[src/rtl/gpio_irq_pkg.sv]
`timescale 1ns/1ps
package gpio_irq_pkg;
  localparam int GROUP_PADS = 15;
  localparam logic [15:0] STAT_OFS = 16'h0300;
  localparam logic [15:0] MASK_OFS = 16'h0380;
  localparam logic [15:0] PAD_BASE = 16'h4400;

  localparam logic [2:0] TRIG_FALL  = 3'd1;
  localparam logic [2:0] TRIG_RISE  = 3'd2;
  localparam logic [2:0] TRIG_BOTH  = 3'd3;
  localparam logic [2:0] TRIG_LEVEL = 3'd4;

  // Byte address of the first configuration word of pad p.
  function automatic logic [15:0] pad_cfg_addr(input int p);
    int a;
    a = int'(PAD_BASE) + 1024 * (p / GROUP_PADS) + 8 * (p % GROUP_PADS);
    return a[15:0];
  endfunction

  // Event from the detected (inverted if asked) current and previous level.
  function automatic logic pad_event(input logic [2:0] mode, input logic cur,
                                     input logic prv);
    case (mode)
      TRIG_FALL:  return !cur && prv;
      TRIG_RISE:  return cur && !prv;
      TRIG_BOTH:  return cur != prv;
      TRIG_LEVEL: return cur;
      default:    return 1'b0;
    endcase
  endfunction
endpackage

[src/rtl/gpio_pad_sync.sv]
`timescale 1ns/1ps
module gpio_pad_sync #(
  parameter int NUM_PADS = 20
) (
  input  logic                clk,
  input  logic                rst_n,
  input  logic [NUM_PADS-1:0] pad_in,
  output logic [NUM_PADS-1:0] sync_q,
  output logic [NUM_PADS-1:0] prev_q
);
  logic [NUM_PADS-1:0] meta_q;

  always_ff @(posedge clk) begin
    if (!rst_n) begin
      meta_q <= '0;
      sync_q <= '0;
      prev_q <= '0;
    end else begin
      meta_q <= pad_in;
      sync_q <= meta_q;
      prev_q <= sync_q;
    end
  end
endmodule

[src/rtl/gpio_pad_detect.sv]
`timescale 1ns/1ps
module gpio_pad_detect
  import gpio_irq_pkg::*;
#(
  parameter int NUM_PADS  = 20,
  parameter int NUM_LINES = 16,
  localparam int SEL_W    = $clog2(NUM_LINES)
) (
  input  logic [NUM_PADS-1:0]            sync_q,
  input  logic [NUM_PADS-1:0]            prev_q,
  input  logic [NUM_PADS-1:0]            inv,
  input  logic [NUM_PADS-1:0][2:0]       mode,
  input  logic [NUM_PADS-1:0][SEL_W-1:0] sel,
  output logic [NUM_LINES-1:0]           set_vec
);
  logic [NUM_PADS-1:0] pad_evt;

  for (genvar p = 0; p < NUM_PADS; p++) begin : g_pad
    // Both samples use the present invert bit, so toggling it makes no edge.
    assign pad_evt[p] = pad_event(mode[p], sync_q[p] ^ inv[p], prev_q[p] ^ inv[p]);
  end

  always_comb begin
    set_vec = '0;
    for (int p = 0; p < NUM_PADS; p++) begin
      if (pad_evt[p]) set_vec[sel[p]] = 1'b1;
    end
  end
endmodule

[src/rtl/gpio_irq_status.sv]
`timescale 1ns/1ps
module gpio_irq_status #(
  parameter int NUM_LINES = 16
) (
  input  logic                 clk,
  input  logic                 rst_n,
  input  logic [NUM_LINES-1:0] set_vec,
  input  logic [NUM_LINES-1:0] clr_vec,
  input  logic                 mask_we,
  input  logic [NUM_LINES-1:0] mask_wdata,
  output logic [NUM_LINES-1:0] status_q,
  output logic [NUM_LINES-1:0] mask_q,
  output logic                 irq_out
);
  always_ff @(posedge clk) begin
    if (!rst_n) begin
      status_q <= '0;
      mask_q   <= '0;
    end else begin
      status_q <= (status_q & ~clr_vec) | set_vec;
      if (mask_we) mask_q <= mask_wdata;
    end
  end

  assign irq_out = |(status_q & mask_q);
endmodule

[src/rtl/gpio_pad_irq.sv]
`timescale 1ns/1ps
module gpio_pad_irq
  import gpio_irq_pkg::*;
#(
  parameter int NUM_PADS  = 20,
  parameter int NUM_LINES = 16
) (
  input  logic                clk,
  input  logic                rst_n,
  input  logic [15:0]         bus_addr,
  input  logic [31:0]         bus_wdata,
  input  logic                bus_we,
  output logic [31:0]         bus_rdata,
  input  logic [NUM_PADS-1:0] pad_in,
  output logic [NUM_PADS-1:0] pad_out,
  output logic                irq_out
);
  localparam int SEL_W = $clog2(NUM_LINES);

  logic [NUM_PADS-1:0]            sync_q, prev_q, hit0, hit1;
  logic [NUM_PADS-1:0]            out_q, inv_q;
  logic [NUM_PADS-1:0][2:0]       mode_q;
  logic [NUM_PADS-1:0][SEL_W-1:0] sel_q;
  logic [NUM_LINES-1:0]           set_vec, clr_vec, status_q, mask_q;
  logic                           mask_we;
  logic [11:0]                    unused_wdata;

  assign unused_wdata = bus_wdata[27:16];

  gpio_pad_sync #(.NUM_PADS(NUM_PADS)) u_sync (
    .clk(clk), .rst_n(rst_n), .pad_in(pad_in), .sync_q(sync_q), .prev_q(prev_q)
  );

  for (genvar p = 0; p < NUM_PADS; p++) begin : g_cfg
    assign hit0[p] = (bus_addr == pad_cfg_addr(p));
    assign hit1[p] = (bus_addr == pad_cfg_addr(p) + 16'd4);

    always_ff @(posedge clk) begin
      if (!rst_n) begin
        out_q[p]  <= 1'b0;
        sel_q[p]  <= '0;
        mode_q[p] <= '0;
        inv_q[p]  <= 1'b0;
      end else if (bus_we) begin
        if (hit0[p]) begin
          out_q[p] <= bus_wdata[1];
          sel_q[p] <= bus_wdata[31:32-SEL_W];
        end
        if (hit1[p]) begin
          mode_q[p] <= bus_wdata[2:0];
          inv_q[p]  <= bus_wdata[6];
        end
      end
    end
  end

  assign pad_out = out_q;

  gpio_pad_detect #(.NUM_PADS(NUM_PADS), .NUM_LINES(NUM_LINES)) u_det (
    .sync_q(sync_q), .prev_q(prev_q), .inv(inv_q), .mode(mode_q), .sel(sel_q),
    .set_vec(set_vec)
  );

  assign clr_vec = (bus_we && bus_addr == STAT_OFS) ? bus_wdata[NUM_LINES-1:0] : '0;
  assign mask_we = bus_we && (bus_addr == MASK_OFS);

  gpio_irq_status #(.NUM_LINES(NUM_LINES)) u_stat (
    .clk(clk), .rst_n(rst_n), .set_vec(set_vec), .clr_vec(clr_vec),
    .mask_we(mask_we), .mask_wdata(bus_wdata[NUM_LINES-1:0]),
    .status_q(status_q), .mask_q(mask_q), .irq_out(irq_out)
  );

  always_comb begin
    bus_rdata = '0;
    if (bus_addr == STAT_OFS) bus_rdata[NUM_LINES-1:0] = status_q;
    if (bus_addr == MASK_OFS) bus_rdata[NUM_LINES-1:0] = mask_q;
    for (int p = 0; p < NUM_PADS; p++) begin
      if (hit0[p]) bus_rdata = {sel_q[p], {(30-SEL_W){1'b0}}, out_q[p], sync_q[p]};
      if (hit1[p]) bus_rdata = {25'd0, inv_q[p], 3'd0, mode_q[p]};
    end
  end
endmodule

[config.mk]
export PLATFORM = sky130hd
export DESIGN_NAME = gpio_pad_irq
export DESIGN_NICKNAME = d
export VERILOG_FILES = /design/src/rtl/gpio_irq_pkg.sv /design/src/rtl/gpio_pad_sync.sv /design/src/rtl/gpio_pad_detect.sv /design/src/rtl/gpio_irq_status.sv /design/src/rtl/gpio_pad_irq.sv
export SDC_FILE = /design/constraint.sdc
export NUM_CORES = 1
export LEC_CHECK = 0
export BUFFER_PORTS_ARGS = -buffer_cell sky130_fd_sc_hd__buf_2
export CAP_MARGIN = 10
export CELL_PAD_IN_SITES_DETAIL_PLACEMENT = 0
export CELL_PAD_IN_SITES_GLOBAL_PLACEMENT = 1
export CORE_ASPECT_RATIO = 0.8
export CORE_MARGIN = 2
export CORE_UTILIZATION = 40
export CTS_BUF_LIST = sky130_fd_sc_hd__clkbuf_4 sky130_fd_sc_hd__clkbuf_8 sky130_fd_sc_hd__clkbuf_16
export CTS_CLUSTER_SIZE = 10
export DETAILED_ROUTE_END_ITERATION = 10
export MAX_ROUTING_LAYER = met4
export PLACE_DENSITY_LB_ADDON = 0.2
export SLEW_MARGIN = 30
export SYNTH_ARGS = -nofsm -noshare
export SYNTH_HDL_FRONTEND = slang
export SYNTH_SLANG_ARGS = --single-unit
export TNS_END_PERCENT = 20
[constraint.sdc]
create_clock -name clk -period 5.14 [get_ports clk]
set_input_delay 0.257 -clock clk [delete_from_list [all_inputs] [get_ports clk]]
set_output_delay 0.257 -clock clk [all_outputs]
set_load 0.005 [all_outputs]
Yosys cells after proc, flatten, opt, wreduce, memory -nomap -nowiden
Index checks and enable logic that the tools add are counted.
{"block": "word_totals", "wordCells": 596, "input_bits": 71, "output_inout_bits": 53, "reg_bits": 272}
{"block": "op_classes", "reduce_logical": 143, "bitwise_logic": 63, "mux": 123, "magnitude_cmp": 40, "eq_ne": 142}
{"cell": "2-to-1 mux 32 bit", "count": 40}
{"cell": "== test 16 x 15 -> 1 bit, second input constant", "count": 40}
{"cell": "2-to-1 mux 16 bit", "count": 23}
{"cell": "bitwise OR 16 bit", "count": 20}
{"cell": "== test 3 x 2 -> 1 bit, second input constant", "count": 40}
{"cell": "less-than comparator 4 x 5 -> 1 bit, second input constant", "count": 20}
{"cell": "demux 1 bit (select 4 bit)", "count": 20}
{"cell": ">= comparator 4 x 1 -> 1 bit, second input constant", "count": 20}
{"cell": "case mux 1 bit (4 select lines)", "count": 20}
{"cell": "AND reduction 2 bit", "count": 40}
{"cell": "logical AND 1 bit", "count": 62}
{"cell": "== test 3 x 1 -> 1 bit, second input constant", "count": 20}
{"cell": "== test 3 bit, second input constant", "count": 20}
{"cell": "logical NOT 1 bit", "count": 40}
{"cell": "bitwise XOR 1 bit", "count": 40}
{"cell": "bitwise AND 16 bit", "count": 2}
{"cell": "== test 16 x 10 -> 1 bit, second input constant", "count": 2}
{"cell": "2-to-1 mux 1 bit", "count": 20}
{"cell": "!= test 1 bit", "count": 20}
{"cell": "inverter 16 bit", "count": 1}
{"cell": "OR reduction 16 bit", "count": 1}

Longest topological paths before layout
Gate-level depths: netlist (run 1).
{"block": "logic_depth", "ltp_word": 44, "ltp_mapped": 11, "ltp_nobuf": 10}

Cells and area by module
A second synthesis (run 1) with hierarchy kept.
{"block": "unflattened", "hier_cells": 2211, "hier_area_um2": 17650.7}
{"module": "gpio_pad_irq", "area_per_inst_um2": 9834.4, "n_inst": 1, "seq_area_each_um2": 3603.5, "cells_each": 1198}
{"module": "gpio_pad_detect", "area_per_inst_um2": 4907.2, "n_inst": 1, "seq_area_each_um2": 0.0, "cells_each": 777}
{"module": "gpio_pad_sync", "area_per_inst_um2": 1666.6, "n_inst": 1, "seq_area_each_um2": 1201.2, "cells_each": 126}
{"module": "gpio_irq_status", "area_per_inst_um2": 1242.4, "n_inst": 1, "seq_area_each_um2": 640.6, "cells_each": 110}

Least setup slack after synthesis (run 1)
No wires, ideal clock.
{"block": "synth_path", "path_kind": "register to register", "start": "register inv_q[5]", "end": "register u_stat.status_q[14]", "n_path_buf": 0, "setup_ps": 120, "path_stages_with_launch": 11, "path_slack_ps": 2286, "period_less_slack_ps": 2854, "arrival_time_ps": 2734, "t_required_ps": 5020, "cell_sequence": "dfxtp_1 > xnor2_1 > inv_1 > ha_1 > nand2b_1 > a21boi_0 > o311ai_1 > nor3_1 > a31o_2 > or4_1 > o31a_1"}
{"block": "synth_between", "elab_chain_len": 34, "word_cells_on_any_way": 38, "cone_classes": "eq/ne (1); mux (16); bitwise (17); reduce/logical (4)"}
{"element": "start, declared", "line_no": "gpio_pad_irq.sv:21", "text": "logic [NUM_PADS-1:0] out_q, inv_q;"}
{"element": "start signal, assigned by index", "line_no": "gpio_pad_irq.sv:51", "text": "inv_q[p] <= bus_wdata[6];"}
{"element": "bitwise XOR 1 bit", "line_no": "gpio_pad_detect.sv:20", "text": "assign pad_evt[p] = pad_event(mode[p], sync_q[p] ^ inv[p], prev_q[p] ^ inv[p]);"}
{"element": "logical NOT 1 bit (on tied branches)", "line_no": "gpio_irq_pkg.sv:25, gpio_irq_pkg.sv:24"}
{"element": "logical AND 1 bit (on tied branches)", "line_no": "gpio_irq_pkg.sv:25, gpio_irq_pkg.sv:24"}
{"element": "case mux 1 bit (4 select lines) (*)", "line_no": "gpio_irq_pkg.sv:23", "text": "case (mode)"}
{"element": "2-to-1 mux 16 bit (*)", "line_no": "gpio_pad_detect.sv:26", "text": "if (pad_evt[p]) set_vec[sel[p]] = 1'b1;"}
{"element": "bitwise OR 16 bit (no source line)"}
{"element": "2-to-1 mux 16 bit (*)", "line_no": "gpio_pad_detect.sv:26"}
{"element": "bitwise OR 16 bit (no source line)"}
{"element": "(+18 left out)"}
{"element": "2-to-1 mux 16 bit (*)", "line_no": "gpio_pad_detect.sv:26"}
{"element": "bitwise OR 16 bit (no source line)"}
{"element": "2-to-1 mux 16 bit (*)", "line_no": "gpio_pad_detect.sv:26"}
{"element": "bitwise OR 16 bit (no source line)"}
{"element": "2-to-1 mux 16 bit (*)", "line_no": "gpio_pad_detect.sv:26"}
{"element": "bitwise OR 16 bit (no source line)"}
{"element": "2-to-1 mux 16 bit (*)", "line_no": "gpio_pad_detect.sv:26"}
{"element": "bitwise OR 16 bit (*)", "line_no": "gpio_irq_status.sv:20", "text": "status_q <= (status_q & ~clr_vec) | set_vec;"}
{"element": "end signal, assigned", "line_no": "gpio_irq_status.sv:20"}
{"element": "end, declared", "line_no": "gpio_irq_status.sv:11", "text": "output logic [NUM_LINES-1:0] status_q,"}
Every way passes the cells marked *; elsewhere a longest branch is shown, timed or not.
A chain may end at the register's enable or synchronous reset.

Worst setup path after layout (run 1)
{"block": "layout_path", "start": "input port bus_addr[2]", "end": "output port bus_rdata[28]"}
{"block": "layout_between", "elab_chain_len": 41, "word_cells_on_any_way": 80, "cone_classes": "eq/ne (40); mux (40)"}
{"element": "start, declared", "line_no": "gpio_pad_irq.sv:10", "text": "input logic [15:0] bus_addr,"}
{"element": "== test 16 x 15 -> 1 bit", "line_no": "gpio_pad_irq.sv:35", "text": "assign hit0[p] = (bus_addr == pad_cfg_addr(p));"}
{"element": "2-to-1 mux 32 bit", "line_no": "gpio_pad_irq.sv:78", "text": "if (hit0[p]) bus_rdata = {sel_q[p], {(30-SEL_W){1'b0}}, out_q[p], sync_q[p]};"}
{"element": "2-to-1 mux 32 bit", "line_no": "gpio_pad_irq.sv:79", "text": "if (hit1[p]) bus_rdata = {25'd0, inv_q[p], 3'd0, mode_q[p]};"}
{"element": "2-to-1 mux 32 bit", "line_no": "gpio_pad_irq.sv:78"}
{"element": "2-to-1 mux 32 bit", "line_no": "gpio_pad_irq.sv:79"}
{"element": "2-to-1 mux 32 bit", "line_no": "gpio_pad_irq.sv:78"}
{"element": "2-to-1 mux 32 bit", "line_no": "gpio_pad_irq.sv:79"}
{"element": "2-to-1 mux 32 bit", "line_no": "gpio_pad_irq.sv:78"}
{"element": "(+25 left out)"}
{"element": "2-to-1 mux 32 bit", "line_no": "gpio_pad_irq.sv:78"}
{"element": "2-to-1 mux 32 bit", "line_no": "gpio_pad_irq.sv:79"}
{"element": "2-to-1 mux 32 bit", "line_no": "gpio_pad_irq.sv:78"}
{"element": "2-to-1 mux 32 bit", "line_no": "gpio_pad_irq.sv:79"}
{"element": "2-to-1 mux 32 bit", "line_no": "gpio_pad_irq.sv:78"}
{"element": "2-to-1 mux 32 bit", "line_no": "gpio_pad_irq.sv:79"}
{"element": "2-to-1 mux 32 bit", "line_no": "gpio_pad_irq.sv:78"}
{"element": "2-to-1 mux 32 bit (*)", "line_no": "gpio_pad_irq.sv:79"}
{"element": "end, declared", "line_no": "gpio_pad_irq.sv:13", "text": "output logic [31:0] bus_rdata,"}
Marks and branches as above.

==> results of run 1 <==
-- through the flow --
step                      area (sq um)  util, %  hold WS (ps)  setup slack [ps]
after global placement           18100     43.0           413              1220
after CTS                        19500     46.2          21.0              1240
final                            19500     46.2          33.3              1070
after detailed placement         18200     43.1           418              1200
after floorplan                  17200        -           384              2290
after global routing             19500     46.2          53.1              1020
-- how the worst max path moves through the flow --
| stage | start | to | depth (start not counted) |
|---|---|---|---|
| final | bus_addr[2] | bus_rdata[28] | 8 |
| after global routing | bus_addr[2] | bus_rdata[30] | 9 |
| after CTS | bus_addr[2] | bus_rdata[28] | 8 |
| after detailed placement | bus_addr[2] | u_stat.status_q[5] | 8 |
| after global placement | bus_addr[2] | u_stat.status_q[5] | 8 |
| after floorplan | inv_q[5] | u_stat.status_q[14] | 10 |
-- cell usage in the layout (no fill, tap or decap), types with 21 or more instances in the layout --
cell type,count
xor2_1,29
and2_1,68
clkbuf_16,35
a22oi_1,66
nor4_1,35
nand2_1,269
nand4_1,45
buf_4,54
nor2_1,155
o22ai_1,23
buf_2,98
inv_1,82
nor3_1,65
mux2i_1,51
o21ai_0,78
a22o_1,23
a31oi_1,25
dlygate4sd3_1,31
nand3_1,140
nand2b_1,60
nor2b_1,46
nand3b_1,21
ha_1,40
dfxtp_1,272
a21oi_1,193
-- routing by layer --
layer / wire length (um) / GRT usage (%) / share of wire (%)
met1: 40900 / 59.2 / 46
met2: 36000 / 55.2 / 40
met5: 0 / - / 0
met4: 1270 / 5.78 / 1.4
met3: 11500 / 10.1 / 13
-- kinds of logic after synthesis --
kind of cell	share of synthesized area, %
buffers and inverters	5.96
other	0.0218
adder cells (fa/ha/maj)	2.91
AND/OR/NAND/NOR	30.0
AO/OA/AOI/OAI	23.7
XOR/XNOR	2.04
flip-flops	31.7
multiplexers	3.69
-- area by class of cell --
cell class,instances,area [sq um]
diodes,1,2.50
fillers,4266,22700
inverters,84,320
clock buffers,42,941
repair buffers,183,1210
well taps,552,691
flip-flops and latches,272,5450
clock inverters,3,46.3
multi-input cells,1762,10800
-- registers in the layout, summed over array words and instances, names as in the netlist --
name / count
pad_out: 20
sel_q: 80
u_sync.prev_q: 20
u_stat.mask_q: 16
u_stat.status_q: 16
u_sync.sync_q: 20
mode_q: 60
inv_q: 20
u_sync.meta_q: 20
-- worst reg2reg max path, delay by kind of cell, from the launching register on --
| kind | cells | cell delay [ps] |
|---|---|---|
| AO/OA/AOI/OAI | 3 | 1040 |
| adder cells (fa/ha/maj) | 1 | 180 |
| buffers and inverters | 2 | 310 |
| XOR/XNOR | 1 | 240 |
| AND/OR/NAND/NOR | 4 | 1460 |
| flip-flops | 1 | 420 |
-- where the power goes --
group	internal [W]	switching [W]	total, W
combinational	0.0000798	0.000185	0.000265
clock	0.00133	0.000951	0.00228
sequential	0.00213	0.0000116	0.00214
==> flow_metrics.tcl, run 1 <==
set metrics [dict create \
    synth-seq-cells 272 \
    min_to "u_stat.mask_q[7]" \
    hold_start "bus_wdata[7]" \
    synthCells 2280 \
    period_needed_ps 4070 \
    synth_cell_type_count 88 \
    htreeDepth 2 \
    slowest_delay_ps 970 \
    cts_made_buffers 34 \
    grt_pass1_vias 17300 \
    core_area_sq_um 42200 \
    slew_viol_final 0 \
    synth_area_sq_um 17200 \
    yosys_warnings 0 \
    wl_per_cell_um 30.9 \
    die_area_sq_um 44700 \
    clkTransAtPathRegs_ps 60 \
    whs_path_depth 3 \
    dp_cells 2822 \
    synthFlopType "dfxtp_1" \
    viasPerCell 6.67 \
    initialDrtViolationCount 3050 \
    clock-sinks 272 \
    power_leakage_nw 6.61 \
    critPathKind "input port to primary output" \
    grt_setup_unrepaired "false" \
    skew_ps 21.9 \
    path_buf_inv 2 \
    arrival_ps 3810 \
    reg2reg_setup_slack_ps 1390 \
    fmax_ghz 0.246 \
    cts_hold_buffers 31 \
    tritoncts "yes" \
    critical-path-slowest-cell "or4_1" \
    cts.path.max_buffers 3 \
    synthTopCellsByCount "272 x dfxtp_1, 270 x nand2_1, 193 x a21oi_1" \
    layout_worst_path_cycle_share_pct 79.1 \
    setup_viol 0 \
    path_max_fanout 15 \
    clk_latency_ps 530 \
    status "complete, no violations" \
    totalWireLength_um 89600 \
    final_nets 2448 \
    syn2layout_area_growth_pct 13.2 \
    ant_nets 0 \
    yosysSeqAreaShare_pct 31.7 \
    p_per_area_nw_per_um2 240 \
    ir_drop_mv 0.269 \
    antenna_found_initial 4 \
    worst_r2r_path_depth 11 \
    grt-ovfl-total 0 \
    drtPass1Iterations 9 \
    hp-class "input port to flop" \
    grt_pass1_wl_um 127000 \
    setup_tns_ps 0 \
    finalHoldViolCount 0 \
    die_x_um 236 \
    required_ps 4880 \
    place_congestion 1.05 \
    grt_util_all_layers_pct 40.1 \
    crit_chain "buf_2, or4_1, nor3_1, nand2_1, nor2_1, a22oi_1, nand4_1, buf_2" \
    tightest_slew_ps 1140 \
    slew-limit-headroom_pct 24.0 \
    netlist_top_cells_area "dfxtp_1 32%, nand2_1 5.9%, a21oi_1 5.6%, nand3_1 4.1%, nor2_1 3.4%" \
    synth-edff-count 0 \
    cts_resized 0 \
    syn-mean-instance-area_sq_um 7.55 \
    rows 67 \
    drive_gt1_share_pct 10.2 \
    synth_top_area_share_pct 31.7 \
    total_power_w 0.00468 \
    start_util_pct 40.8 \
    start_kind "input port" \
    grt_max_degree 84 \
    post_cts_buffers 0 \
    port-buffer-count 99 \
    ys_async_sr_fraction_pct 0 \
    finalNonFillerCells 2899 \
    synth.most_common_cell "dfxtp_1" \
    ios 124 \
    critPathCaptureType "primary output" \
    crit-reg2reg-launch "inv_q[18]" \
    dr_total_vias 19300 \
    crit_path_frequent_cell "buf_2" \
    yosysTopAreaCell "dfxtp_1" \
    reg2reg_to "u_stat.status_q[6]" \
    drv_cap 0 \
    die_h_um 189 \
    cts-root-buf "clkbuf_16" \
    drc 0 \
    dp_hpwl_um 69700 \
    cp_top_family "simple AND/OR/NAND/NOR gates" \
]
(Power assumes the default switching activity.)
==> run 2, diff against run 1 <==
ABC_AREA = 1   (was unset)
clock period = 3.98 ns   (was 5.14 ns; I/O delays follow)
==> flow_metrics.tcl, run 2 <==
set metrics [dict create \
    p_seq_share_pct 46.3 \
    grt_util_all_layers_pct 36.4 \
    clkTransAtPathRegs_ps 70 \
    critPathCaptureType "primary output" \
    netlist_top_cells_area "dfxtp_1 33%, inv_1 11%, nand2_1 8.7%, nor2_1 7.0%, o21ai_0 5.8%" \
    start_util_pct 40.6 \
    swShare_pct 24.4 \
    top_register "sel_q" \
    drc 0 \
    required_ps 3780 \
    core_area_sq_um 40700 \
    setup_tns_ps 0 \
    synthTopCellsByCount "491 x inv_1, 381 x nand2_1, 307 x nor2_1" \
    arrival_ps 3550 \
    ios 124 \
    period_needed_ps 3750 \
    drtPass1Iterations 6 \
    grt_pass1_vias 17100 \
    synth_top_area_share_pct 33.0 \
    ant_nets 0 \
    p_int_w 0.00451 \
    finalHoldViolCount 0 \
    synth-seq-cells 272 \
    cts.path.max_buffers 3 \
    largest_register_ffs 80 \
    slew_viol_final 0 \
    grt_max_degree 119 \
    dp_slack_ps 222 \
    skew_ps 40.8 \
    wl_per_cell_um 23.9 \
    die_x_um 231 \
    initialDrtViolationCount 1879 \
    synth_area_sq_um 16500 \
    yosysTopAreaCell "dfxtp_1" \
    p_sw_w 0.00146 \
    grt-ovfl-total 0 \
    worst_slack_ps 232 \
    ys_async_sr_fraction_pct 0 \
    start_kind "flop" \
    reg.largest.list "sel_q: 80 flops, mode_q: 60 flops" \
    viasPerCell 5.71 \
    critPathKind "flop to primary output" \
    yosys_warnings 0 \
    setup_viol 0 \
    grt_pass1_wl_um 111000 \
    port-buffer-count 99 \
    yosysSeqAreaShare_pct 33.0 \
    synth-edff-count 0 \
    n_antenna_cell 0 \
    synthCells 2505 \
    p_per_area_nw_per_um2 311 \
    die_h_um 186 \
    tritoncts "yes" \
    rows 66 \
    antenna_found_initial 1 \
    slew-limit-headroom_pct 31.7 \
    ir_drop_mv 0.283 \
    final_cell_mix "488 x inv_1, 381 x nand2_1, 305 x nor2_1, 272 x dfxtp_1, 193 x o21ai_0" \
    final_common_cell "inv_1" \
    layout_worst_path_cycle_share_pct 94.2 \
    status "complete, no violations" \
    tightest_slew_ps 1020 \
    syn2layout_area_growth_pct 16.2 \
    final_nets 2779 \
    dp_hpwl_um 61700 \
    totalWireLength_um 76900 \
    drv_cap 0 \
    grt_setup_unrepaired "false" \
    clk_latency_ps 590 \
    power_leakage_nw 8.05 \
    die_area_sq_um 43000 \
    dr_total_vias 18400 \
    reg2reg_setup_slack_ps 360 \
    synth.most_common_cell "inv_1" \
    drive_gt1_share_pct 9.42 \
    syn-mean-instance-area_sq_um 6.60 \
    combPwrFrac_pct 4.8 \
    clock-sinks 272 \
    synth_cell_type_count 45 \
    cts-root-buf "clkbuf_16" \
    cts_made_buffers 34 \
    hp-class "input port to flop" \
    place_congestion 1.08 \
    synthFlopType "dfxtp_1" \
    htreeDepth 2 \
    fmax_ghz 0.267 \
    path_max_fanout 3 \
    post_cts_buffers 0 \
    pwr-share-clk_pct 48.9 \
]
-- run 2: critical path, stage by stage, from the launching register on --
cell,delay [ps]
dfxtp_1,340
inv_1,220
o21ai_0,150
o2111ai_1,100
o21ai_0,160
a21oi_1,140
o21ai_0,160
o21ai_0,230
o2111ai_1,170
a21oi_1,220
o2111ai_1,170
a221oi_2,270
o2111ai_1,180
a21oi_2,180
o2111ai_1,130
buf_2,150
-- run 2: logic make-up after synthesis --
| kind of cell | share of synthesized area [%] |
|---|---|
| AND/OR/NAND/NOR | 23.7 |
| AO/OA/AOI/OAI | 24.7 |
| buffers and inverters | 13.5 |
| flip-flops | 33.0 |
| XOR/XNOR | 2.12 |
| adder cells (fa/ha/maj) | 3.03 |
| other | 0.0227 |
-- run 2: final cells by class --
cell class	count	area, sq um
Fill cell	4246	21500
Multi-Input combinational cell	1664	8910
Sequential cell	272	5450
Inverter	506	1900
Timing Repair Buffer	190	1280
Clock buffer	39	907
Tap cell	544	681
Clock inverter	5	76.3
-- run 2: worst paths after layout --
kind | cells past startpoint | startpoint | end
max | 15 | u_stat.status_q[6] | bus_rdata[6]
min | 3 | bus_wdata[6] | inv_q[17]
max reg2reg | 15 | inv_q[17] | u_stat.status_q[2]
min reg2reg | 2 | u_sync.meta_q[10] | u_sync.sync_q[10]
-- run 2: repair_timing --
action,in CTS,in global routing
setup endpoints to repair,1,2
resized for setup,1,4
hold endpoints to repair,32,0
hold buffers,32,0
-- run 2: metal layers --
metal  track usage, %  routed length (um)  vias to the layer above
met2             57.1               34400                      824
met5                -                   0                        -
li1                 -                   -                     8714
met1             48.1               33800                     8725
met4             12.0                2710                        0
met3             5.22                6050                      120
-- run 2: power groups by stage --
| stage | registers (W) | clock network, W | logic, W |
|---|---|---|---|
| 3_5_place_dp | 0.00282 | 0 | 0.000257 |
| 4_1_cts | 0.00276 | 0.00295 | 0.000283 |
| 2_1_floorplan | 0.00282 | 0 | 0.000155 |
| 3_3_place_gp | 0.00282 | 0 | 0.000250 |
| 5_1_grt | 0.00276 | 0.00305 | 0.000314 |
| 6_report | 0.00276 | 0.00292 | 0.000287 |
-- run 2: stage by stage --
step                total power (W)  utilization, %  hold slack, ps  cell area [sq um]  std cells
floorplan                   0.00297               -             297              16600       2516
global placement            0.00307            43.9             380              17900       3144
detailed placement          0.00308            43.9             383              17900       3144
CTS                         0.00599            47.1             108              19200       3220
global route                0.00612            47.2             134              19200       3220
finish                      0.00597            47.2             123              19200       3220
